File: src/rtl/txs_pkg.sv
package txs_pkg;
  localparam int STS_W       = 8;
  localparam int BIT_VALID   = 7;
  localparam int BIT_UNDER   = 6;
  localparam int BIT_LATECOL = 5;
  localparam int BIT_MANY    = 4;
  localparam int BIT_ONE     = 3;
  localparam int BIT_DEFER   = 2;
  localparam int BIT_NOCARR  = 1;
  localparam int BIT_ABORT   = 0;

  localparam int NUM_FLAGS   = 5;

  typedef struct packed {
    logic underflow;
    logic late_col;
    logic defer;
    logic carrier_loss;
    logic abort;
  } txs_flags_t;

  function automatic logic [STS_W-2:0] txs_pack(input txs_flags_t f,
                                                 input logic one_retry,
                                                 input logic many_retry);
    logic [STS_W-1:0] b;
    b              = '0;
    b[BIT_UNDER]   = f.underflow;
    b[BIT_LATECOL] = f.late_col;
    b[BIT_MANY]    = many_retry;
    b[BIT_ONE]     = one_retry;
    b[BIT_DEFER]   = f.defer;
    b[BIT_NOCARR]  = f.carrier_loss;
    b[BIT_ABORT]   = f.abort;
    return b[STS_W-2:0];
  endfunction
endpackage

File: src/rtl/txs_event_accum.sv
module txs_event_accum #(
  parameter int N = 5
) (
  input  logic         clk,
  input  logic         rst_n,
  input  logic         start,
  input  logic [N-1:0] ev,
  output logic [N-1:0] live
);
  logic [N-1:0] acc_q;

  for (genvar i = 0; i < N; i++) begin : g_flag
    // The start cycle's own pulses belong to the new frame.
    assign live[i] = start ? ev[i] : (acc_q[i] | ev[i]);

    always_ff @(posedge clk or negedge rst_n) begin
      if (!rst_n) acc_q[i] <= 1'b0;
      else        acc_q[i] <= live[i];
    end
  end
endmodule

File: src/rtl/txs_retry_track.sv
module txs_retry_track #(
  parameter int RETRY_SAT = 2
) (
  input  logic clk,
  input  logic rst_n,
  input  logic start,
  input  logic retry,
  output logic one_retry,
  output logic many_retry
);
  localparam int CNT_W = $clog2(RETRY_SAT + 1);
  localparam logic [CNT_W-1:0] SAT = CNT_W'(RETRY_SAT);

  logic [CNT_W-1:0] cnt_q, base, cnt_live;

  always_comb begin
    base     = start ? '0 : cnt_q;
    cnt_live = (retry && base < SAT) ? base + 1'b1 : base;
  end

  assign one_retry  = (cnt_live == CNT_W'(1));
  assign many_retry = (cnt_live >= CNT_W'(2));

  always_ff @(posedge clk or negedge rst_n) begin
    if (!rst_n) cnt_q <= '0;
    else        cnt_q <= cnt_live;
  end
endmodule

File: src/rtl/txs_status_reg.sv
module txs_status_reg #(
  parameter int W = 8
) (
  input  logic         clk,
  input  logic         rst_n,
  input  logic         capture,
  input  logic [W-2:0] cap_bits,
  input  logic         rd_ready,
  output logic         rd_valid,
  output logic [W-1:0] rd_data
);
  logic         valid_q;
  logic [W-2:0] bits_q;

  always_ff @(posedge clk or negedge rst_n) begin
    if (!rst_n) begin
      valid_q <= 1'b0;
      bits_q  <= '0;
    end else if (capture) begin
      valid_q <= 1'b1;
      bits_q  <= cap_bits;
    end else if (valid_q && rd_ready) begin
      valid_q <= 1'b0;
    end
  end

  assign rd_valid = valid_q;
  assign rd_data  = {valid_q, bits_q};
endmodule

File: src/rtl/tx_outcome_collector.sv
module tx_outcome_collector
  import txs_pkg::*;
#(
  parameter int RETRY_SAT = 2
) (
  input  logic             clk,
  input  logic             rst_n,
  input  logic             frame_start,
  input  logic             frame_done,
  input  logic             ev_underflow,
  input  logic             ev_late_col,
  input  logic             ev_retry,
  input  logic             ev_defer,
  input  logic             ev_carrier_loss,
  input  logic             ev_abort,
  output logic             sts_valid,
  input  logic             sts_ready,
  output logic [STS_W-1:0] sts_data
);
  txs_flags_t ev_vec, live_flags;
  logic       one_r, many_r;

  assign ev_vec = '{underflow:    ev_underflow,
                    late_col:     ev_late_col,
                    defer:        ev_defer,
                    carrier_loss: ev_carrier_loss,
                    abort:        ev_abort};

  txs_event_accum #(.N(NUM_FLAGS)) u_accum (
    .clk   (clk),
    .rst_n (rst_n),
    .start (frame_start),
    .ev    (ev_vec),
    .live  (live_flags)
  );

  txs_retry_track #(.RETRY_SAT(RETRY_SAT)) u_retry (
    .clk        (clk),
    .rst_n      (rst_n),
    .start      (frame_start),
    .retry      (ev_retry),
    .one_retry  (one_r),
    .many_retry (many_r)
  );

  txs_status_reg #(.W(STS_W)) u_sts (
    .clk      (clk),
    .rst_n    (rst_n),
    .capture  (frame_done),
    .cap_bits (txs_pack(live_flags, one_r, many_r)),
    .rd_ready (sts_ready),
    .rd_valid (sts_valid),
    .rd_data  (sts_data)
  );
endmodule

File: config.mk
export PLATFORM = sky130hd
export DESIGN_NAME = tx_outcome_collector
export DESIGN_NICKNAME = d
export VERILOG_FILES = /design/src/rtl/txs_pkg.sv /design/src/rtl/txs_event_accum.sv /design/src/rtl/txs_retry_track.sv /design/src/rtl/txs_status_reg.sv /design/src/rtl/tx_outcome_collector.sv
export SDC_FILE = /design/constraint.sdc
export NUM_CORES = 1
export LEC_CHECK = 0
export BUFFER_PORTS_ARGS = -buffer_cell sky130_fd_sc_hd__buf_4
export CORE_MARGIN = 2
export CORE_UTILIZATION = 41
export CTS_CLUSTER_SIZE = 30
export DETAILED_ROUTE_END_ITERATION = 10
export PLACE_DENSITY_LB_ADDON = 0.05
export SLEW_MARGIN = 10
export SYNTH_ARGS = -nofsm -noshare
export SYNTH_HDL_FRONTEND = slang
export SYNTH_SLANG_ARGS = --single-unit
File: constraint.sdc
create_clock -name clk -period 0.9 [get_ports clk]
set_input_delay 0.09 -clock clk [delete_from_list [all_inputs] [get_ports clk]]
set_output_delay 0.09 -clock clk [all_outputs]
set_load 0.01 [all_outputs]
Word-level counts from Yosys, hierarchy flattened
Index checks and enable logic that the tools add are counted.
{ "op_classes": {"add_sub_neg": 1, "magnitude_cmp": 2, "n_eq_ne": 1, "mux": 9, "n_bitwise": 5, "n_reduce_logical": 3} }
{ "ops": {"columns": ["operator", "n"], "rows": [
  ["2-to-1 mux 1 bit", 7],
  ["OR 1 bit", 5],
  ["2-to-1 mux 2 bit", 2],
  ["adder 2 x 1 -> 2 bit (second input constant)", 1],
  ["equality test 2 x 1 -> 1 bit (second input constant)", 1],
  ["greater-or-equal comparator 2 bit (second input constant)", 1],
  ["logical AND 1 bit", 2],
  ["< comparator 2 bit (second input constant)", 1],
  ["nonzero test 2 bit", 1]
]} }
{ "totals": {"reg_bits": 15, "inputBits": 11, "out_inout_bits": 9, "word_cells": 29} }

Longest topological paths before layout
{ "logic_depth": {"ltp_word": 5, "mapped_depth": 3, "mapped_depth_nobuf": 3} }

By module
A second synthesis with hierarchy kept.
{ "hier_totals": {"hier_cells": 43, "area_unflattened_um2": 630.6} }
{ "modules_own_cells": {"columns": ["mod", "n_inst", "cells_per_inst", "area_each_um2", "seq_area_each_um2"], "rows": [
  ["txs_status_reg", 1, 19, 336.6, 200.2],
  ["txs_event_accum", 1, 11, 166.4, 125.1],
  ["txs_retry_track", 1, 13, 127.6, 50.0]
]} }

Least setup slack after synthesis
OpenSTA, ideal clock, no wires.
{ "synth_timing": {"path_type": "register to register", "startpoint": "register u_retry.cnt_q[0]", "endpoint": "register u_sts.bits_q[4]", "setup_ns": 0.125, "arrival_ns": 0.800, "required_ns": 0.775, "slack_ns": -0.024, "stages_incl_launch_ff": 4, "path_buffers": 0, "period_less_slack_ns": 0.924, "path_cell_list": "dfrtp_1 -> a21oi_1 -> nor2_1 -> mux2_2"} }
{ "synth_between": {"elab_chain_cells": 5, "elab_cells_between_ends": 6, "classes_between": "add/sub: 1; order compare: 2; mux: 2; reduce/logical: 1"} }
{ "synth_rtl": {"columns": ["element", "line_no", "rtl"], "rows": [
  ["from (decl)", "txs_retry_track.sv:14", "logic [CNT_W-1:0] cnt_q, base, cnt_live;"],
  ["from (signal assigned)", "txs_retry_track.sv:26", "else cnt_q <= cnt_live;"],
  ["2-to-1 mux 2 bit *", "txs_retry_track.sv:17", "base = start ? '0 : cnt_q;"],
  ["< comparator 2 bit", "txs_retry_track.sv:18", "cnt_live = (retry && base < SAT) ? base + 1'b1 : base;"],
  ["logical AND 1 bit", "txs_retry_track.sv:18", null],
  ["2-to-1 mux 2 bit *", "txs_retry_track.sv:18", null],
  ["greater-or-equal comparator 2 bit *", "txs_retry_track.sv:22", "assign many_retry = (cnt_live >= CNT_W'(2));"],
  ["net many_r", "tx_outcome_collector.sv:21", "logic one_r, many_r;"],
  ["to (signal assigned)", "txs_status_reg.sv:21", "bits_q <= cap_bits;"],
  ["to (decl)", "txs_status_reg.sv:13", "logic [W-2:0] bits_q;"]
]} }
The timed path passes the listed nets; every way through them passes the cells marked *.
A chain may end at the register's enable or synchronous reset.

Worst setup path after layout
{ "layout_timing": {"startpoint": "register u_retry.cnt_q[1]", "endpoint": "register u_sts.bits_q[4]"} }
Same word-level chain as after synthesis.

==> impl_metrics.py <==
metrics = {
    "outcome": {
        "outcome": "finished, violations left",
        "failed_checks": "setup timing",
    },
    "finish": {
        "nFillCells": 98,
        "utilization_pct": 67.5,
        "fin_nets": 85,
        "layout-drive-gt1-share_pct": 52.1,
        "syn_to_final_growth_pct": 50.3,
        "antennaDiodeCount": 0,
    },
    "die": {
        "coreArea_um2": 1320,
        "std_cell_rows": 13,
        "start_util_pct": 44.9,
        "die_area_um2": 1760,
        "ios": 20,
        "die_h_um": 42.0,
        "die_w_um": 42.0,
    },
    "synth": {
        "synth_xor_area_share_pct": 0,
        "synth_top_family_by_area": "multiplexers",
        "synth-warning-count": 0,
        "synth_area_um2": 592,
        "synth_seq_area_share_pct": 63.4,
        "synth_compound_area_share_pct": 13.3,
        "ys_types": 18,
        "synthCells": 42,
        "synth-seq-cells": 15,
        "synth_simple_gate_area_share_pct": 5.29,
        "synthMuxAreaShare_pct": 14.6,
        "synth.avg_cell_area_um2": 14.1,
        "syn_nets": 53,
        "synthAdderAreaFrac_pct": 0,
    },
    "pwr": {
        "p_clk_share_pct": 24.7,
        "ir_worst_vdd_mv": 1.03,
        "swShare_pct": 24.6,
        "total_power_mw": 1.52,
        "p_int_mw": 1.15,
        "pwr-share-seq_pct": 51.5,
        "leakage_nw": 0.447,
        "p_sw_mw": 0.374,
        "comb_power_share_pct": 23.8,
        "power.density_nw_per_um2": 1710,
    },
    "sta": {
        "worst_slew_pin_slew_ns": 0.188,
        "fmax_ghz": 1.03,
        "slew_viol_final": 0,
        "rsz0062_at_grt": "true",
        "finalSetupTns_ns": -0.242,
        "setup_viol": 10,
        "finalCritPeriodShare_pct": 108,
        "finClkSkew_ns": 0.00228,
        "hold_violations": 0,
        "slew_headroom_pct": 87.5,
        "hold_slack_ns": 0.00360,
        "timing.final.ws_setup_ns": -0.0731,
        "min_period_ns": 0.973,
    },
    "clock_tree": {
        "postCtsHoldBufs": 1,
        "ctsHtreeMaxLevel": 1,
        "clock_path_buffers": 2,
        "cts_root_buf": "clkbuf_4",
        "clkTransAtPathRegs_ns": 0.08,
        "cts_tree": "built",
        "clkLatencyLatePin_ns": 0.28,
        "cts_sinks": 15,
        "cts-buffers-inserted": 3,
    },
    "routing": {
        "drt_iter0_drc": 9,
        "routed.top_layer": "met4",
        "wl_met2_um": 646,
        "totalWireLength_mm": 1.28,
        "met3_wirelength_um": 85,
        "post_drt_wl_per_cell_um": 14.6,
        "first_pass_iters": 4,
        "ant_nets": 0,
        "drc": 0,
        "drt-met1-wl_um": 527,
        "num_vias": 458,
        "viasPerCell": 5.20,
    },
    "grt": {
        "grt_pass1_vias": 443,
        "overflow": 0,
        "grt_pass1_wl_mm": 1.99,
        "grt_max_degree": 16,
        "grt_usage_pct": 16.3,
        "antenna_found_initial": 0,
    },
    "place": {
        "hpwlAfterDp_um": 873,
        "routabilityCongestion": 0.749,
        "portBuffers": 19,
    },
    "critical_path": {
        "end_kind": "register",
        "cp_max_fo": 4,
        "cp_data_required_time_ns": 1.07,
        "crit_path_start_kind": "register",
        "worstPathArrival_ns": 1.14,
        "crit_type": "reg2reg",
    },
    "flow_run": {
        "drv_cap": 0,
    },
    "min_path": {
        "hold_path_class": "in2reg",
    },
}
## synthesized netlist by cell type
| master | count | area share, % |
|---|---|---|
| nand2_1 | 1 | 0.63 |
| a32o_1 | 1 | 1.7 |
| a21o_1 | 6 | 7.6 |
| nor3b_1 | 1 | 1.3 |
| o21bai_1 | 1 | 1.3 |
| buf_4 | 1 | 1.3 |
| mux2_4 | 5 | 13 |
| inv_2 | 1 | 0.63 |
| mux2_2 | 1 | 1.9 |
| nand2b_1 | 1 | 1.1 |
| nor2_1 | 2 | 1.3 |
| dfrtp_1 | 15 | 63 |
| inv_1 | 1 | 0.63 |
| buf_2 | 1 | 0.84 |
| o21ai_0 | 1 | 0.84 |
| nor2b_1 | 1 | 1.1 |
| a31oi_1 | 1 | 1.1 |
| a21oi_1 | 1 | 0.84 |
## state kept, by name (all words and copies together) (netlist names)
name	count
u_sts.bits_q	7
u_accum.acc_q	5
u_retry.cnt_q	2
u_sts.rd_valid	1
## power groups by stage
stage | combinational (mW) | sequential [mW] | clock, mW
2_1_floorplan | 0.110 | 0.800 | 0
3_3_place_gp | 0.254 | 0.780 | 0
3_5_place_dp | 0.267 | 0.788 | 0
4_1_cts | 0.361 | 0.778 | 0.384
5_1_grt | 0.383 | 0.791 | 0.435
6_report | 0.361 | 0.783 | 0.376
## metrics by stage
stage | cell area, um^2 | worst slack (ns) | cells
after detailed placement | 748 | -0.0585 | 75
after global placement | 748 | -0.0250 | 75
after global routing | 890 | -0.110 | 88
after CTS | 890 | -0.0718 | 89
after floorplan | 592 | -0.0242 | 42
final | 890 | -0.0731 | 88
## kinds of logic after synthesis
family	count (synthesis)
muxes	6
DFF	15
buffers and inverters	4
AOI/OAI and AO/OA	11
and+or+nand+nor	6
## layout make-up
type                            instances  area (um^2)  share of cell area [%]
Multi-Input combinational cell         23          200                    22.5
Inverter                                2         7.51                   0.844
Sequential cell                        15          375                    42.2
Timing Repair Buffer                   29          262                    29.4
Clock buffer                            4         26.3                    2.95
Tap cell                               15         18.8                    2.11
## critical path, stage by stage, from the launching register on
cell and delay, ns:
dfrtp_1 0.42, a21oi_1 0.13, nor2_1 0.07, mux2_4 0.25
## per-layer routing
metal	vias to the layer above	global-route usage, %
li1	206	-
met1	227	18.5
met2	21	24.4
met3	4	6.03
met4	0	13.5
met5	-	0
## layout by cell type (no fill, tap or decap), drive strengths merged, types with 2 or more instances in the layout
master   n
inv      2
dfrtp   15
a21o     6
mux2     6
nor2     2
buf     28
clkbuf   4
## path summary, 6_finish.rpt
check	start	endpoint	slack (ns)	cells after the start
setup reg to reg	u_retry.cnt_q[1]$_DFF_PN0_	u_sts.bits_q[4]$_DFFE_PN0P_	-0.07	3
hold / removal	ev_defer	u_accum.acc_q[2]$_DFF_PN0_	0.004	2
min in group asynchronous	rst_n	u_sts.bits_q[0]$_DFFE_PN0P_	0.19	2
max in group asynchronous	rst_n	u_sts.bits_q[3]$_DFFE_PN0P_	0.54	2
setup / recovery	u_retry.cnt_q[1]$_DFF_PN0_	u_sts.bits_q[4]$_DFFE_PN0P_	-0.07	3
hold reg to reg	u_accum.acc_q[0]$_DFF_PN0_	u_accum.acc_q[0]$_DFF_PN0_	0.49	1
## timing repair
action / in CTS / in global routing
resized for setup: 10 / 3
pin swaps: 6 / 0
setup buffers: 9 / 0
endpoints found under the hold margin: 16 / 1
setup endpoints to repair: 17 / 18
Note: power is estimated with default switching activity, not from simulation.
